==> src/rtl/vtg_pkg.sv <==
package vtg_pkg;
  typedef enum logic {
    STD_60 = 1'b0,
    STD_50 = 1'b1
  } vid_std_e;
endpackage

==> src/rtl/vtg_cycle_cnt.sv <==
module vtg_cycle_cnt
  import vtg_pkg::*;
#(
  parameter int CYC_60 = 2146,
  parameter int CYC_50 = 2157
) (
  input  logic     clk_i,
  input  logic     rst_ni,
  input  vid_std_e std_i,
  output logic     wrap_o,
  output logic     pulse_o
);
  localparam int MAXC = (CYC_60 > CYC_50) ? CYC_60 : CYC_50;
  localparam int CW   = $clog2(MAXC);

  logic [CW-1:0] cyc_q;
  logic [CW-1:0] last_cyc;

  assign last_cyc = (std_i == STD_50) ? CW'(CYC_50 - 1) : CW'(CYC_60 - 1);
  assign wrap_o   = (cyc_q == last_cyc);

  always_ff @(posedge clk_i or negedge rst_ni) begin
    if (!rst_ni) begin
      cyc_q   <= '0;
      pulse_o <= 1'b0;
    end else begin
      cyc_q   <= wrap_o ? '0 : cyc_q + 1'b1;
      pulse_o <= wrap_o;
    end
  end

  AST_PULSE_ONE_WIDE: assert property (@(posedge clk_i) disable iff (!rst_ni)
    pulse_o |=> !pulse_o);
  AST_CYC_IN_RANGE: assert property (@(posedge clk_i) disable iff (!rst_ni)
    pulse_o |-> cyc_q == '0);
endmodule

==> src/rtl/vtg_line_cnt.sv <==
module vtg_line_cnt
  import vtg_pkg::*;
#(
  parameter int LINES_60    = 263,
  parameter int LINES_50    = 314,
  parameter int VBLANK_LINE = 240,
  parameter int LW          = 9
) (
  input  logic          clk_i,
  input  logic          rst_ni,
  input  vid_std_e      std_i,
  input  logic          step_i,
  output logic [LW-1:0] line_o,
  output logic          frame_wrap_o,
  output logic          vb_hit_o,
  output logic          vblank_o,
  output logic          frame_end_o
);
  logic [LW-1:0] last_line;
  logic [LW-1:0] line_nxt;

  assign last_line    = (std_i == STD_50) ? LW'(LINES_50 - 1) : LW'(LINES_60 - 1);
  assign frame_wrap_o = step_i && (line_o == last_line);
  assign line_nxt     = line_o + 1'b1;
  assign vb_hit_o     = step_i && !frame_wrap_o && (line_nxt == LW'(VBLANK_LINE));

  always_ff @(posedge clk_i or negedge rst_ni) begin
    if (!rst_ni) begin
      line_o      <= '0;
      vblank_o    <= 1'b0;
      frame_end_o <= 1'b0;
    end else begin
      if (step_i) line_o <= frame_wrap_o ? '0 : line_nxt;
      vblank_o    <= vb_hit_o;
      frame_end_o <= frame_wrap_o;
    end
  end

  AST_VBLANK_LINE: assert property (@(posedge clk_i) disable iff (!rst_ni)
    vblank_o |-> line_o == LW'(VBLANK_LINE));
  AST_LINE_HOLD: assert property (@(posedge clk_i) disable iff (!rst_ni)
    !step_i |=> $stable(line_o));
endmodule

==> src/rtl/vtg_frame_ctl.sv <==
module vtg_frame_ctl
  import vtg_pkg::*;
#(
  parameter int FRAME_W = 16
) (
  input  logic               clk_i,
  input  logic               rst_ni,
  input  logic               std_i,
  input  logic               interlace_i,
  input  logic               step_i,
  input  logic               vb_hit_i,
  input  logic               frame_wrap_i,
  output vid_std_e           std_o,
  output logic [FRAME_W-1:0] frame_cnt_o,
  output logic               parity_o,
  output logic               field_o,
  output logic               field_alt_o
);
  logic fld;
  assign fld = frame_cnt_o[0];

  always_ff @(posedge clk_i or negedge rst_ni) begin
    if (!rst_ni) begin
      std_o       <= STD_60;
      frame_cnt_o <= '0;
      parity_o    <= 1'b0;
      field_o     <= 1'b0;
      field_alt_o <= 1'b0;
    end else begin
      if (step_i) parity_o <= vb_hit_i ? 1'b0 : ~parity_o;
      if (frame_wrap_i) begin
        std_o       <= vid_std_e'(std_i);
        frame_cnt_o <= frame_cnt_o + 1'b1;
        if (interlace_i) begin
          field_o     <= fld;
          field_alt_o <= field_alt_o ^ fld;
        end
      end
    end
  end

  AST_STD_STABLE: assert property (@(posedge clk_i) disable iff (!rst_ni)
    !frame_wrap_i |=> $stable(std_o));
  AST_FIELD_HOLD: assert property (@(posedge clk_i) disable iff (!rst_ni)
    !(frame_wrap_i && interlace_i) |=> $stable(field_o) && $stable(field_alt_o));
  AST_FRAME_INC: assert property (@(posedge clk_i) disable iff (!rst_ni)
    frame_wrap_i |=> frame_cnt_o == $past(frame_cnt_o) + 1'b1);
  AST_PARITY_CLR: assert property (@(posedge clk_i) disable iff (!rst_ni)
    vb_hit_i |=> !parity_o);
endmodule

==> src/rtl/video_timing_gen.sv <==
module video_timing_gen
  import vtg_pkg::*;
#(
  parameter int CYC_60      = 2146,
  parameter int CYC_50      = 2157,
  parameter int LINES_60    = 263,
  parameter int LINES_50    = 314,
  parameter int VBLANK_LINE = 240,
  parameter int FRAME_W     = 16,
  localparam int MAXL       = (LINES_60 > LINES_50) ? LINES_60 : LINES_50,
  localparam int LW         = $clog2(MAXL)
) (
  input  logic               clk_i,
  input  logic               rst_ni,
  input  logic               std_i,
  input  logic               interlace_i,
  output logic               line_pulse_o,
  output logic               vblank_start_o,
  output logic               frame_end_o,
  output logic [LW-1:0]      line_cnt_o,
  output logic [FRAME_W-1:0] frame_cnt_o,
  output logic               std_active_o,
  output logic               line_parity_o,
  output logic               field_o,
  output logic               field_alt_o
);
  vid_std_e std_q;
  logic     line_wrap;
  logic     frame_wrap;
  logic     vb_hit;

  assign std_active_o = std_q;

  vtg_cycle_cnt #(.CYC_60(CYC_60), .CYC_50(CYC_50)) i_cyc (
    .clk_i   (clk_i),
    .rst_ni  (rst_ni),
    .std_i   (std_q),
    .wrap_o  (line_wrap),
    .pulse_o (line_pulse_o)
  );

  vtg_line_cnt #(
    .LINES_60(LINES_60), .LINES_50(LINES_50),
    .VBLANK_LINE(VBLANK_LINE), .LW(LW)
  ) i_line (
    .clk_i        (clk_i),
    .rst_ni       (rst_ni),
    .std_i        (std_q),
    .step_i       (line_wrap),
    .line_o       (line_cnt_o),
    .frame_wrap_o (frame_wrap),
    .vb_hit_o     (vb_hit),
    .vblank_o     (vblank_start_o),
    .frame_end_o  (frame_end_o)
  );

  vtg_frame_ctl #(.FRAME_W(FRAME_W)) i_frm (
    .clk_i        (clk_i),
    .rst_ni       (rst_ni),
    .std_i        (std_i),
    .interlace_i  (interlace_i),
    .step_i       (line_wrap),
    .vb_hit_i     (vb_hit),
    .frame_wrap_i (frame_wrap),
    .std_o        (std_q),
    .frame_cnt_o  (frame_cnt_o),
    .parity_o     (line_parity_o),
    .field_o      (field_o),
    .field_alt_o  (field_alt_o)
  );

  AST_FRAME_END_AT_LINE0: assert property (@(posedge clk_i) disable iff (!rst_ni)
    frame_end_o |-> line_pulse_o && line_cnt_o == '0);
  AST_VBLANK_WITH_PULSE: assert property (@(posedge clk_i) disable iff (!rst_ni)
    vblank_start_o |-> line_pulse_o && !frame_end_o);
endmodule

==> config.mk <==
export PLATFORM = sky130hd
export DESIGN_NAME = video_timing_gen
export DESIGN_NICKNAME = d
export VERILOG_FILES = /design/src/rtl/vtg_pkg.sv /design/src/rtl/vtg_cycle_cnt.sv /design/src/rtl/vtg_line_cnt.sv /design/src/rtl/vtg_frame_ctl.sv /design/src/rtl/video_timing_gen.sv
export SDC_FILE = /design/constraint.sdc
export NUM_CORES = 1
export LEC_CHECK = 0
export CORE_UTILIZATION = 40
export CTS_BUF_LIST = sky130_fd_sc_hd__clkbuf_4
export CTS_CLUSTER_SIZE = 24
export DETAILED_ROUTE_END_ITERATION = 10
export PLACE_DENSITY_LB_ADDON = 0.12
export SETUP_SLACK_MARGIN = 0.4
export SYNTH_ARGS = -nofsm -noshare
export SYNTH_HDL_FRONTEND = slang
export SYNTH_SLANG_ARGS = --single-unit
==> constraint.sdc <==
create_clock -name clk_i -period 2.1 [get_ports clk_i]
set_input_delay 0.21 -clock clk_i [delete_from_list [all_inputs] [get_ports clk_i]]
set_output_delay 0.21 -clock clk_i [all_outputs]
set_load 0.01 [all_outputs]
## Word level (Yosys, flattened, before mapping)

Cells that the tools add are included.

| cells by class | value |
|---|---|
| $add $sub $neg | 3 |
| bitwise operators | 2 |
| equal/unequal tests | 3 |
| multiplexer cells | 5 |
| reduce and logical (&&, ||, !) cells | 5 |

Operators by type and width:

| kind | number |
|---|---|
| adder 16 x 1 -> 16 bit, second input constant | 1 |
| adder 12 x 1 -> 12 bit, second input constant | 1 |
| equality test 12 bit | 1 |
| two-way mux 12 bit | 1 |
| adder 9 x 1 -> 9 bit, second input constant | 1 |
| equality test 9 x 8 -> 1 bit, second input constant | 1 |
| equality test 9 bit | 1 |
| two-way mux 9 bit | 1 |
| two-way mux 6 bit | 1 |
| two-way mux 4 bit | 1 |
| logical AND 1 bit | 3 |
| AND reduction 2 bit | 1 |
| logical NOT 1 bit | 1 |
| two-way mux 1 bit | 1 |
| NOT 1 bit | 1 |
| XOR 1 bit | 1 |

| word-level totals | value |
|---|---|
| input bits | 4 |
| logic and storage cells | 28 |
| bits in registers | 44 |
| output and inout port bits | 32 |

## Logic depth before layout (Yosys ltp)

| depth | value |
|---|---|
| word-level depth | 7 |
| gate-level depth with buffers | 8 |
| gate-level depth less buffers | 7 |

## Cells and area by module

From an unflattened synthesis, not the netlist that was laid out.

| second synthesis, totals | value |
|---|---|
| cell total of the unflattened synthesis | 201 |
| area, all modules | 2190.9 um^2 |

By module, submodules not included:

| module | times used | sequential area each (um^2) | area each (um^2) | cells an instance |
|---|---|---|---|---|
| vtg_frame_ctl | 1 | 500.5 | 860.8 | 67 |
| vtg_line_cnt | 1 | 275.3 | 673.1 | 74 |
| vtg_cycle_cnt | 1 | 325.3 | 656.9 | 60 |

## Worst setup path before layout

Ideal clock, no wire load.

| timing path | value |
|---|---|
| kind | register -> register |
| start point | register i_line.line_o[1] |
| end point | register i_frm.frame_cnt_o[4] |
| stages on the path, launching flop included | 6 |
| arrival | 1.756 ns |
| setup slack | 0.217 ns |
| required time | 1.974 ns |
| clock period less this slack | 1.883 ns |
| setup time | 0.126 ns |
| path buffers | 1 |
| path through | dfrtp_1 > clkbuf_1 > or4_4 > a211oi_4 > nand4_1 > xnor2_1 |

| between the ends | value |
|---|---|
| cells in the longest elaborated chain, start to end | 2 |

RTL lines:

| what | line | RTL |
|---|---|---|
| from (decl) | vtg_line_cnt.sv:13 | `output logic [LW-1:0] line_o,` |
| from (signal assigned) | vtg_line_cnt.sv:33 | `if (step_i) line_o <= frame_wrap_o ? '0 : line_nxt;` |
| equality test 9 bit | vtg_line_cnt.sv:23 | `assign frame_wrap_o = step_i && (line_o == last_line);` |
| logical AND 1 bit | vtg_line_cnt.sv:23 |  |
| to (signal assigned) | vtg_frame_ctl.sv:33 | `frame_cnt_o <= frame_cnt_o + 1'b1;` |
| to (decl) | vtg_frame_ctl.sv:14 | `output logic [FRAME_W-1:0] frame_cnt_o,` |

No other way between the ends.
A chain may end at the register's enable or synchronous reset.

## Worst setup path after layout

| timing path | value |
|---|---|
| start point | register i_line.line_o[5] |
| end point | register i_frm.frame_cnt_o[8] |

Same word-level chain as after synthesis.

==> results.sh <==
export IMPL_crit_fanout=4
export IMPL_place_hpwl_um=3370
export IMPL_ctsRootBufferMaster="clkbuf_4"
export IMPL_worst_pin_slew_ns=0.417
export IMPL_syn_inst=216
export IMPL_drive_gt1_frac=0.289
export IMPL_required_ns=2.36
export IMPL_wire_per_inst_um=13.7
export IMPL_period_share=0.861
export IMPL_syn_area_um2=2180
export IMPL_grt_overflow_total=0
export IMPL_cts_buffers=5
export IMPL_cts_max_level=2
export IMPL_p_leak_nw=1.47
export IMPL_synth_area_leaders="dfrtp_1, xnor2_1, xor2_1"
export IMPL_routed_wl_um=4910
export IMPL_viasPerCell=5.10
export IMPL_cts_tree="yes"
export IMPL_die_h_um=75.9
export IMPL_gp_congestion=0.790
export IMPL_vias=1820
export IMPL_dr_pass1_iters=4
export IMPL_status="finished, final reports clean"
export IMPL_synth_edf_count=0
export IMPL_slowest_delay_ns=0.55
export IMPL_relSlewSlack=0.720
export IMPL_core_area_um2=5170
export IMPL_p_per_area_nw_per_um2=450
export IMPL_grt_max_degree=38
export IMPL_rows=26
export IMPL_max_freq_ghz=0.553
export IMPL_min_path_type="in2async"
export IMPL_track_usage=0.188
export IMPL_slowest_stage="or4_4"
export IMPL_grt_setup_unrepaired="true"
export IMPL_avgSynthCellArea_um2=10.1
export IMPL_crit_path_start_kind="register"
export IMPL_io_pins=36
export IMPL_nFillCells=437
export IMPL_drtAntennaViolNets=0
export IMPL_arrival_ns=2.07
export IMPL_syn2layout_area_growth_pct=43.4
export IMPL_yosys_area_top_type="dfrtp_1"
export IMPL_async_flop_share=1.00
export IMPL_nets=294
export IMPL_cts_sinks=44
export IMPL_num_antenna_cells=0
export IMPL_crit_chain="nand3_4, or4_4, a211oi_4, buf_6, nand4_1, xnor2_1"
export IMPL_antenna_found_initial=0
export IMPL_dieArea_um2=5760
export IMPL_synth_distinct_cells=39
export IMPL_grt_pass1_wl_um=8570
export IMPL_fin_cells=357
export IMPL_first_global_vias=1785
export IMPL_syn_num_nets=224
export IMPL_synth_most_common_cell="dfrtp_1"
export IMPL_yosysSeqAreaShare=0.504
export IMPL_finalHoldViolations=0
export IMPL_synth_top_area_frac=0.504
export IMPL_ys_warnings_count=0
export IMPL_insertion_delay_ns=0.36
export IMPL_cp_end_kind="register"
export IMPL_total_power_mw=1.41
export IMPL_io_buffers=35
export IMPL_start_util=0.422
export IMPL_drt_iter0_markers=40
export IMPL_fin_crit_ns=1.81
export IMPL_setup_tns_ns=0
export IMPL_ys_top_cells_by_count="dfrtp_1, nand2_1, nand3_1"
export IMPL_path_class="reg2reg"
export IMPL_drv_cap=0
export IMPL_peakVddDrop_v=0.000354
export IMPL_clk_pin_slew_ns=0.14
export IMPL_reg2reg_setup_slack_ns=0.29
export IMPL_cts_buffer_depth=2
export IMPL_drv_slew=0
export IMPL_synth_flop_cell="dfrtp_1"
export IMPL_die_x_um=75.9
export IMPL_drc=0
export IMPL_setup_violations=0
export IMPL_fin_skew_ns=0.0220
export IMPL_synth_seq_cells=44
export IMPL_reg2reg_depth=6
export IMPL_dp_cells=327
## worst paths after layout
| check | from | end |
|---|---|---|
| setup / recovery | i_line.line_o[5] | i_frm.frame_cnt_o[8] |
| hold / removal | rst_ni | i_frm.frame_cnt_o[5] |
| setup reg to reg | i_line.line_o[5] | i_frm.frame_cnt_o[8] |
| hold reg to reg | i_frm.frame_cnt_o[15] | i_frm.frame_cnt_o[15] |
| max in group asynchronous | rst_ni | i_frm.parity_o |
| min in group clk_i | std_i | i_frm.std_o |
## power by group
group,switching (mW),leakage (nW),internal [mW],total (mW)
logic,0.0187,0.843,0.00910,0.0278
registers,0,0.585,0.847,0.847
clock network,0.271,0.0456,0.263,0.534
## cell type report
cell class	instances	area, um^2	area share
Multi-Input combinational cell	158	1170	0.373
Sequential cell	44	1110	0.355
Inverter	8	32.5	0.0104
Tap cell	70	87.6	0.0280
Clock inverter	2	35.0	0.0112
Timing Repair Buffer	69	654	0.209
Clock buffer	6	45.0	0.0144
## layout by cell type (no fill, tap or decap), types with 3 or more instances in the layout
cell type | netlist | routed
a21oi_1 | 6 | 5
buf_4 | 0 | 25
xor2_1 | 14 | 14
dfrtp_2 | 0 | 8
and3_1 | 5 | 5
o21ai_0 | 6 | 4
nand3_1 | 18 | 18
nor2_1 | 15 | 11
clkbuf_4 | 0 | 6
dlymetal6s2s_1 | 0 | 6
clkdlybuf4s50_1 | 0 | 26
ha_1 | 4 | 3
nand2_2 | 0 | 6
inv_1 | 7 | 6
dfrtp_1 | 44 | 36
buf_6 | 0 | 7
nor3_2 | 3 | 7
nand4_1 | 8 | 8
or3_1 | 3 | 3
xnor2_1 | 15 | 15
nand2_1 | 25 | 19
## metrics by stage
step	instance area, um^2	setup WS [ns]	util	hold WS (ns)
detailed placement	2710	0.178	0.524	0.0736
global placement	2710	0.206	0.524	0.0713
CTS	2970	0.315	0.574	0.200
finish	3130	0.293	0.606	0.214
global route	3130	0.128	0.606	0.229
floorplan	2220	0.262	-	-0.0856
## routing by layer
metal	up-vias	track usage	part of all wire
met5	-	0	0
met4	0	0.0712	0.014
met3	8	0.0434	0.036
met2	30	0.304	0.49
met1	891	0.247	0.45
li1	891	-	-
## worst max-delay path: cells and delay by family, from the launching register on
family	cells	cell delay, ns
AND/OR/NAND/NOR	3	0.74
flip-flops	1	0.42
AO/OA/AOI/OAI	1	0.26
XOR/XNOR	1	0.15
buffers and inverters	1	0.14
## registers in the layout (all words and copies together) (netlist names)
| register | cells |
|---|---|
| i_cyc.cyc_q | 12 |
| i_cyc.pulse_o | 1 |
| i_frm.field_alt_o | 1 |
| i_frm.field_o | 1 |
| i_frm.frame_cnt_o | 16 |
| i_frm.parity_o | 1 |
| i_frm.std_o | 1 |
| i_line.frame_end_o | 1 |
| i_line.line_o | 9 |
| i_line.vblank_o | 1 |
## cells by family (layout without fill, tap and decap cells)
| logic type | count (synthesis) | in the layout | share of synthesized area |
|---|---|---|---|
| AO/OA/AOI/OAI | 22 | 22 | 0.0693 |
| XOR/XNOR | 29 | 29 | 0.116 |
| adder cells (fa/ha/maj) | 4 | 4 | 0.0229 |
| buffers and inverters | 14 | 85 | 0.0252 |
| flip-flops | 44 | 44 | 0.504 |
| multiplexers | 2 | 2 | 0.00916 |
| AND/OR/NAND/NOR | 101 | 101 | 0.253 |
## what timing repair did
action,4_1_cts,5_1_grt
pin swaps,16,16
gates resized for setup,19,32
hold buffers,1,0
buffers inserted,13,8
endpoints found under the hold margin,44,0
endpoints found under the setup margin,28,36
(Power assumes the default switching activity.)
